==> src/rtl/rstsrc_pkg.sv <==
package rstsrc_pkg;

  localparam int unsigned CAUSE_W = 13;
  localparam int unsigned LVL_W   = 2;

  // cause bit positions: decoded by software, so fixed
  localparam int unsigned C_IRQREQ = 0;
  localparam int unsigned C_LOCKUP = 1;
  localparam int unsigned C_WWDG   = 2;
  localparam int unsigned C_IWDG   = 4;
  localparam int unsigned C_SOFT   = 5;
  localparam int unsigned C_PDR    = 8;
  localparam int unsigned C_POR    = 9;
  localparam int unsigned C_BOR    = 10;
  localparam int unsigned C_PIN    = 11;
  localparam int unsigned C_DBGF   = 12;

  // register word addresses
  localparam int unsigned A_CAUSE = 0;
  localparam int unsigned A_PDR   = 1;
  localparam int unsigned A_BOR   = 2;
  localparam int unsigned A_LKUP  = 3;
  localparam int unsigned A_SOFT  = 4;

  localparam logic [31:0] SOFT_KEY = 32'h5C5C_AABB;

  typedef struct packed {
    logic             pdr_en;
    logic [LVL_W-1:0] pdr_lvl;
    logic             bor_en;
    logic [LVL_W-1:0] bor_lvl;
    logic             lk_en;
  } cfg_t;

  localparam cfg_t CFG_DEFAULT = '{pdr_en: 1'b1, pdr_lvl: '0,
                                   bor_en: 1'b1, bor_lvl: '0,
                                   lk_en: 1'b1};

  function automatic logic [CAUSE_W-1:0] cause_valid();
    logic [CAUSE_W-1:0] m;
    m = '0;
    m[C_IRQREQ] = 1'b1;
    m[C_LOCKUP] = 1'b1;
    m[C_WWDG]   = 1'b1;
    m[C_IWDG]   = 1'b1;
    m[C_SOFT]   = 1'b1;
    m[C_PDR]    = 1'b1;
    m[C_POR]    = 1'b1;
    m[C_BOR]    = 1'b1;
    m[C_PIN]    = 1'b1;
    m[C_DBGF]   = 1'b1;
    return m;
  endfunction

endpackage

==> src/rtl/rstsrc_cfg.sv <==
module rstsrc_cfg
  import rstsrc_pkg::*;
#(
  parameter int unsigned ADDR_W = 3,
  parameter int unsigned DATA_W = 32,
  parameter logic [DATA_W-1:0] KEY = DATA_W'(SOFT_KEY)
) (
  input  logic              clk,
  input  logic              rst,
  input  logic              we_i,
  input  logic [ADDR_W-1:0] addr_i,
  input  logic [DATA_W-1:0] wdata_i,
  output cfg_t              cfg_o,
  output logic              soft_req_o
);

  cfg_t cfg_q;
  logic wr_pdr, wr_bor, wr_lkup;

  assign wr_pdr  = we_i && (addr_i == ADDR_W'(A_PDR));
  assign wr_bor  = we_i && (addr_i == ADDR_W'(A_BOR));
  assign wr_lkup = we_i && (addr_i == ADDR_W'(A_LKUP));

  // the full data word must match; a near miss does nothing
  assign soft_req_o = we_i && (addr_i == ADDR_W'(A_SOFT)) && (wdata_i == KEY);

  always_ff @(posedge clk) begin
    if (rst) begin
      cfg_q <= CFG_DEFAULT;
    end else begin
      if (wr_pdr) begin
        cfg_q.pdr_en  <= wdata_i[0];
        cfg_q.pdr_lvl <= wdata_i[LVL_W:1];
      end
      if (wr_bor) begin
        // register bit 0 is a disable; store the enable sense
        cfg_q.bor_en  <= ~wdata_i[0];
        cfg_q.bor_lvl <= wdata_i[LVL_W+1:2];
      end
      if (wr_lkup) begin
        cfg_q.lk_en <= wdata_i[1];
      end
    end
  end

  assign cfg_o = cfg_q;

endmodule

==> src/rtl/rstsrc_flags.sv <==
module rstsrc_flags #(
  parameter int unsigned W = 13,
  parameter logic [W-1:0] VALID = '1,
  parameter int unsigned POR_BIT = 0
) (
  input  logic         clk,
  input  logic         rst,
  input  logic [W-1:0] set_i,
  input  logic [W-1:0] clr_i,
  output logic [W-1:0] flags_o
);

  localparam logic [W-1:0] POR_ONLY = W'(1) << POR_BIT;

  logic [W-1:0] flags_q;

  // set is applied after clear so a same-cycle event is never lost
  always_ff @(posedge clk) begin
    if (rst) flags_q <= POR_ONLY;
    else     flags_q <= ((flags_q & ~clr_i) | set_i) & VALID;
  end

  assign flags_o = flags_q;

endmodule

==> src/rtl/rstsrc_stretch.sv <==
module rstsrc_stretch #(
  parameter int unsigned HOLD_CYCLES = 16
) (
  input  logic clk,
  input  logic rst,
  input  logic trig_i,
  output logic rst_o
);

  localparam int unsigned CNT_W = $clog2(HOLD_CYCLES + 1);
  localparam logic [CNT_W-1:0] RELOAD = CNT_W'(HOLD_CYCLES - 1);

  logic [CNT_W-1:0] cnt_q;
  logic             out_q;

  always_ff @(posedge clk) begin
    if (rst || trig_i) begin
      cnt_q <= RELOAD;
      out_q <= 1'b1;
    end else if (cnt_q != '0) begin
      cnt_q <= cnt_q - 1'b1;
      out_q <= 1'b1;
    end else begin
      out_q <= 1'b0;
    end
  end

  assign rst_o = out_q;

endmodule

==> src/rtl/rstsrc_ctrl.sv <==
module rstsrc_ctrl
  import rstsrc_pkg::*;
#(
  parameter int unsigned ADDR_W      = 3,
  parameter int unsigned DATA_W      = 32,
  parameter int unsigned HOLD_CYCLES = 16
) (
  input  logic              clk,
  input  logic              rst,
  input  logic              bus_we_i,
  input  logic [ADDR_W-1:0] bus_addr_i,
  input  logic [DATA_W-1:0] bus_wdata_i,
  output logic [DATA_W-1:0] bus_rdata_o,
  input  logic              irq_sysreq_i,
  input  logic              lockup_i,
  input  logic              wwdg_i,
  input  logic              iwdg_i,
  input  logic              pdr_trip_i,
  input  logic              bor_trip_i,
  input  logic              pin_rst_i,
  input  logic              dbg_fault_i,
  output logic              sys_rst_o,
  output logic              pdr_en_o,
  output logic [LVL_W-1:0]  pdr_level_o,
  output logic              bor_en_o,
  output logic [LVL_W-1:0]  bor_level_o
);

  localparam logic [CAUSE_W-1:0] VALID = cause_valid();

  cfg_t               cfg;
  logic               soft_req;
  logic               lk_en;
  logic               req_any;
  logic [CAUSE_W-1:0] req_vec;
  logic [CAUSE_W-1:0] clr_vec;
  logic [CAUSE_W-1:0] cause_q;
  logic [DATA_W-1:0]  rdata_q;

  rstsrc_cfg #(
    .ADDR_W (ADDR_W),
    .DATA_W (DATA_W)
  ) cfg_i (
    .clk        (clk),
    .rst        (rst),
    .we_i       (bus_we_i),
    .addr_i     (bus_addr_i),
    .wdata_i    (bus_wdata_i),
    .cfg_o      (cfg),
    .soft_req_o (soft_req)
  );

  assign lk_en = cfg.lk_en;

  // gate each source by its enable and place it on its cause bit
  always_comb begin
    req_vec           = '0;
    req_vec[C_IRQREQ] = irq_sysreq_i;
    req_vec[C_LOCKUP] = lockup_i & lk_en;
    req_vec[C_WWDG]   = wwdg_i;
    req_vec[C_IWDG]   = iwdg_i;
    req_vec[C_SOFT]   = soft_req;
    req_vec[C_PDR]    = pdr_trip_i & cfg.pdr_en;
    req_vec[C_BOR]    = bor_trip_i & cfg.bor_en;
    req_vec[C_PIN]    = pin_rst_i;
    req_vec[C_DBGF]   = dbg_fault_i;
  end

  assign req_any = |req_vec;
  assign clr_vec = (bus_we_i && (bus_addr_i == ADDR_W'(A_CAUSE)))
                 ? bus_wdata_i[CAUSE_W-1:0] : '0;

  rstsrc_flags #(
    .W       (CAUSE_W),
    .VALID   (VALID),
    .POR_BIT (C_POR)
  ) flags_i (
    .clk     (clk),
    .rst     (rst),
    .set_i   (req_vec),
    .clr_i   (clr_vec),
    .flags_o (cause_q)
  );

  rstsrc_stretch #(
    .HOLD_CYCLES (HOLD_CYCLES)
  ) stretch_i (
    .clk    (clk),
    .rst    (rst),
    .trig_i (req_any),
    .rst_o  (sys_rst_o)
  );

  always_ff @(posedge clk) begin
    if (rst) begin
      rdata_q <= '0;
    end else begin
      case (bus_addr_i)
        ADDR_W'(A_CAUSE): rdata_q <= DATA_W'(cause_q);
        ADDR_W'(A_PDR):   rdata_q <= DATA_W'({cfg.pdr_lvl, cfg.pdr_en});
        ADDR_W'(A_BOR):   rdata_q <= DATA_W'({cfg.bor_lvl, 1'b0, ~cfg.bor_en});
        ADDR_W'(A_LKUP):  rdata_q <= DATA_W'({lk_en, 1'b0});
        default:          rdata_q <= '0;
      endcase
    end
  end

  assign bus_rdata_o = rdata_q;
  assign pdr_en_o    = cfg.pdr_en;
  assign pdr_level_o = cfg.pdr_lvl;
  assign bor_en_o    = cfg.bor_en;
  assign bor_level_o = cfg.bor_lvl;

endmodule

==> config.mk <==
export PLATFORM = sky130hd
export DESIGN_NAME = rstsrc_ctrl
export DESIGN_NICKNAME = d
export VERILOG_FILES = /design/src/rtl/rstsrc_pkg.sv /design/src/rtl/rstsrc_cfg.sv /design/src/rtl/rstsrc_flags.sv /design/src/rtl/rstsrc_stretch.sv /design/src/rtl/rstsrc_ctrl.sv
export SDC_FILE = /design/constraint.sdc
export NUM_CORES = 1
export LEC_CHECK = 0
export BUFFER_PORTS_ARGS = -buffer_cell sky130_fd_sc_hd__buf_2
export CAP_MARGIN = 30
export CELL_PAD_IN_SITES_DETAIL_PLACEMENT = 1
export CELL_PAD_IN_SITES_GLOBAL_PLACEMENT = 1
export CORE_MARGIN = 3
export CORE_UTILIZATION = 34
export CTS_CLUSTER_DIAMETER = 50
export DETAILED_ROUTE_END_ITERATION = 10
export HOLD_SLACK_MARGIN = 0.06
export PLACE_DENSITY = 0.92
export SYNTH_ARGS = -nofsm -noshare
export SYNTH_HDL_FRONTEND = slang
export SYNTH_SLANG_ARGS = --single-unit
export TNS_END_PERCENT = 10
==> constraint.sdc <==
create_clock -name clk -period 3.3 [get_ports clk]
set_input_delay 0 -clock clk [delete_from_list [all_inputs] [get_ports clk]]
set_output_delay 0 -clock clk [all_outputs]
set_load 0.01 [all_outputs]
Word level (Yosys, flattened, before mapping)
Cells that the tools add are included.
{ "word_totals": {"regBits": 58, "inputBits": 46, "elab_cells": 37} }
{ "op_classes": {"addsub": 1, "eq_ne": 5, "muxes": 3, "bitwise": 8, "n_reduce_logical": 10} }
{ "op_table": {"columns": ["op", "n"], "rows": [
  ["$pmux 13 s4", 1],
  ["$eq 32x31->1 const B", 1],
  ["$and 13x13->13", 1],
  ["$mux 13", 1],
  ["$not 13->13", 1],
  ["$or 13x13->13", 1],
  ["$reduce_or 9->1", 1],
  ["$eq 3x2->1 const B", 2],
  ["$logic_and 1x1->1", 6],
  ["$reduce_bool 5->1", 1],
  ["$sub 5x1->5 const B", 1],
  ["$and 1x1->1", 3],
  ["$eq 3x1->1 const B", 1],
  ["$eq 3x3->1 const B", 1],
  ["$logic_not 3->1", 1],
  ["$not 1->1", 2],
  ["$logic_or 1x1->1", 1],
  ["$mux 1", 1]
]} }

Longest topological paths before layout
{ "logic_depth": {"depth_word": 6, "mapped_depth": 6} }

By module
Synthesis repeated with hierarchy kept, for this count alone.
{ "unflattened": {"hier_cells": 195, "area_unflattened_um2": 1839.3} }
{ "modules_own_cells": {"columns": ["mod", "instances", "cells_per_inst", "area_per_inst_um2", "seq_area_each_um2"], "rows": [
  ["rstsrc_ctrl", 1, 80, 735.7, 260.2],
  ["rstsrc_flags", 1, 45, 430.4, 200.2],
  ["rstsrc_cfg", 1, 42, 387.9, 140.1],
  ["rstsrc_stretch", 1, 28, 285.3, 120.1]
]} }

Worst setup path after synthesis
OpenSTA, ideal clock, no wires.
{ "synth_path": {"path_kind": "register to register", "from": "reg stretch_i.cnt_q[0]", "to": "reg stretch_i.cnt_q[1]", "t_arrival_ns": 1.244, "t_required_ns": 3.178, "path_slack_ns": 1.934, "stages_incl_launch_ff": 6, "path_cell_list": "dfxtp_1 -> inv_1 -> ha_1 -> or4b_1 -> o21ai_0 -> nand2_1"} }
{ "synth_via": {"elab_chain_cells": 1, "word_cells_on_any_way": 2, "cone_classes": "add/sub (1); reduce/logical (1)"} }
{ "synth_lines": {"columns": ["item", "line", "text"], "rows": [
  ["start: declaration", "rstsrc_stretch.sv:13", "logic [CNT_W-1:0] cnt_q;"],
  ["start signal: assignment", "rstsrc_stretch.sv:21", "cnt_q <= cnt_q - 1'b1;"],
  ["$sub 5x1->5 or $reduce_bool 5->1 (tied branches)", "rstsrc_stretch.sv:21, rstsrc_stretch.sv:20", null]
]} }
Several ways; a longest one is shown, not always the timed one.
A chain may end at the register's enable or synchronous reset.

Final worst setup path
{ "layout_path": {"from": "in bus_addr_i[2]", "to": "reg flags_i.flags_q[0] (netlist: flags_i.flags_o[0])"} }
{ "layout_via": {"elab_chain_cells": 6} }
{ "layout_lines": {"columns": ["item", "line", "text"], "rows": [
  ["start: declaration", "rstsrc_ctrl.sv:11", "input logic [ADDR_W-1:0] bus_addr_i,"],
  ["$logic_not 3->1", "rstsrc_ctrl.sv:70", "assign clr_vec = (bus_we_i && (bus_addr_i == ADDR_W'(A_CAUSE)))"],
  ["$logic_and 1x1->1", "rstsrc_ctrl.sv:70", null],
  ["$mux 13", "rstsrc_ctrl.sv:71", "? bus_wdata_i[CAUSE_W-1:0] : '0;"],
  ["$not 13->13", "rstsrc_flags.sv:20", "else flags_q <= ((flags_q & ~clr_i) | set_i) & VALID;"],
  ["$and 13x13->13", "rstsrc_flags.sv:20", null],
  ["$or 13x13->13", "rstsrc_flags.sv:20", null],
  ["end signal: assignment", "rstsrc_flags.sv:20", null],
  ["end: declaration", "rstsrc_flags.sv:15", "logic [W-1:0] flags_q;"]
]} }
No other way between the ends.

==> results.yml <==
critical_path:
  cp_num_cells: 7
  startpoint_type: "input port"
  worstRegToRegCells: 5
  crit_family: "buffers and inverters"
  cp_num_buf_inv: 3
  crit_slowest_cell: "nor4b_4"
  worstPathRequired_ns: 3.45
  cpPeakStageDelay_ns: 0.62
  critPathCaptureType: "flip-flop"
  crit_top_cell: "dlygate4sd3_1"
  crit_chain: "dlygate4sd3_1 > buf_2 > nor4b_4 > nand2_1 > a21oi_1 > dlygate4sd3_1 > nor2_1"
  criticalPathCategory: "input port to flip-flop"
  path_max_fanout: 10
  worstPathArrival_ns: 2.34
cells_and_area:
  n_antenna_cell: 0
  drive_gt1_share_pct: 28.6
  nets: 310
  utilization_pct: 47.9
  layout_commonest_cell: "buf_2"
  most-common-layout-cells: "buf_2, dfxtp_1, nand2_1"
  syn2layout_area_growth_pct: 30.9
power:
  p_comb_share_pct: 14.2
  powerDensity_nw_per_um2: 387
  clkPwrFrac_pct: 34.3
  power.internal_mw: 0.624
  seqPwrFrac_pct: 51.4
  netSwitchingPower_mw: 0.211
  max-vdd-ir-drop_v: 0.000174
  switching_share_pct: 25.3
  power.leakage_nw: 1.02
timing:
  worst_pin_slew_ns: 0.838
  hold_viol_final: 0
  fin_setup_tns_ns: 0
  setup_violations: 0
  rsz0062_at_grt: "no"
  fin_crit_ns: 2.19
  finalClockSkew_ns: 0.00810
  maxSlewViolCount: 0
  fin_crit_sh_pct: 66.5
  finalWorstSetupSlack_ns: 1.11
  timing.fmax_mhz: 456
  relSlewSlack_pct: 43.6
placement:
  dp_slack_ns: 1.81
  dp_hpwl_mm: 3.42
  port-buffer-count: 63
  place_congestion: 0.821
synthesis:
  postSynth.asyncResetShare_pct: 0
  synth_top_area_share_pct: 41.3
  yosysWarnings: 0
  synth_top_cell_by_area: "dfxtp_1"
  seq_area_frac_synth_pct: 41.3
  synth-seq-cells: 34
  ys_types: 43
  netlist_instances: 182
  synth_area_leaders: "dfxtp_1, buf_4, nand2_1, a21oi_1, mux2i_1"
  synth_edf_count: 0
  synth_top_flop_cell: "dfxtp_1"
  avgSynthCellArea_um2: 9.05
  netlist_area_um2: 1650
die:
  start_util_pct: 36.6
  num_rows: 24
  die_area_um2: 5720
  ioPinCount: 85
  die_h_um: 75.6
  core_area_um2: 4500
  fp.dieW_um: 75.6
clock_network:
  cts_buffer_depth: 2
  ctsResizeCount: 0
  clk_latency_ns: 0.28
  cts.htree.levels: 2
  cts_num_sinks: 34
  cts_tree: "done"
  cts_setup_buffers: 0
  clock-root-buffer: "clkbuf_8"
  path_clk_slew_ns: 0.07
  cts_buffers: 5
global_routing:
  first_global_vias: 1605
  grt.total_usage_pct: 18.7
  grt_overflow_total: 0
  grt_pass1_wl_mm: 7.67
  grt_max_degree: 24
  antenna_found_initial: 0
run_status:
  status: "finished clean"
drt:
  firstDrtPassIters: 4
  drt-total-wl_mm: 5.18
  ant_nets: 0
  drt_iter0_markers: 95
  viasPerCell: 4.94
  wl_per_cell_um: 16.5
  vias: 1552
  drcViolationCount: 0
hold_path:
  hp-class: "input port to flip-flop"
  hold_depth: 4
run:
  drv_cap: 0
-- cells by family after synthesis --
| logic type | share of synthesized area (%) |
|---|---|
| AO/OA/AOI/OAI | 9.34 |
| flip-flops | 41.3 |
| buffers and inverters | 14.7 |
| AND/OR/NAND/NOR | 28.2 |
| other | 0.228 |
| adder cells (fa/ha/maj) | 1.52 |
| XOR/XNOR | 1.06 |
| multiplexers | 3.64 |
-- per-layer routing --
metal	track usage (%)	vias to the layer above	wire (um)
li1	-	735	-
met3	4.35	9	344
met1	20.9	726	1980
met4	7.18	0	97
met5	0	-	0
met2	34.1	82	2770
-- worst paths after layout --
kind | startpoint | end | slack [ns]
worst min-delay path | bus_wdata_i[11] | flags_i.flags_o[11] | 0.07
worst min register to register | flags_i.flags_o[9] | flags_i.flags_o[9] | 0.45
worst max register to register | stretch_i.cnt_q[0] | stretch_i.cnt_q[0] | 1.79
worst max-delay path | bus_addr_i[2] | flags_i.flags_o[0] | 1.11
-- registers in the layout, indices dropped and copies added, names as in the netlist --
name             cells
bus_rdata_o         11
stretch_i.cnt_q      5
stretch_i.rst_o      1
flags_i.flags_o     10
cfg_i.cfg_o          7
-- stage by stage --
step           instance area (um2)  instances  power, mW  hold WS, ns
2_1_floorplan                 1720        202      0.508        0.101
3_3_place_gp                  1880        286      0.527        0.234
3_5_place_dp                  1880        286      0.530        0.239
4_1_cts                       2150        313      0.827       0.0781
5_1_grt                       2160        314      0.872        0.106
6_report                      2160        314      0.835       0.0743
-- worst register-to-register path, stage by stage, from the launching register on --
cell and delay [ns]:
dfxtp_1 0.34, inv_1 0.09, ha_1 0.17, or4b_1 0.53, xnor2_1 0.19, nand2_1 0.08
-- synthesized netlist by cell type, drive strengths merged, types with 2 or more instances --
master  count
nor2b       4
nor4        3
o21ai       2
nor3        5
a21oi      12
nor4bb      3
mux2i       6
nand2      25
a211o       2
or3         2
clkbuf      2
nor2       15
xnor2       2
dfxtp      34
nand3       3
nand4b      2
nand4       2
a31oi       2
inv         4
and2        7
ha          2
buf        29
-- repair_timing --
item / 4_1_cts / 5_1_grt
endpoints found under the hold margin: 19 / 0
endpoints found under the setup margin: 0 / 0
hold buffers: 20 / 0
-- power groups by stage --
stage	Combinational (mW)	Clock [mW]	Sequential [mW]
after detailed placement	0.0924	0	0.438
after global placement	0.0897	0	0.437
final	0.119	0.287	0.430
after floorplan	0.0699	0	0.438
after global routing	0.129	0.313	0.430
after CTS	0.113	0.284	0.429
-- cell type report --
type / count / area, um2
well taps: 52 / 65.1
fillers: 550 / 2350
flip-flops and latches: 34 / 681
clock buffers: 7 / 76.3
repair buffers: 84 / 520
multi-input cells: 133 / 800
inverters: 4 / 15.0
(Power assumes the default switching activity.)
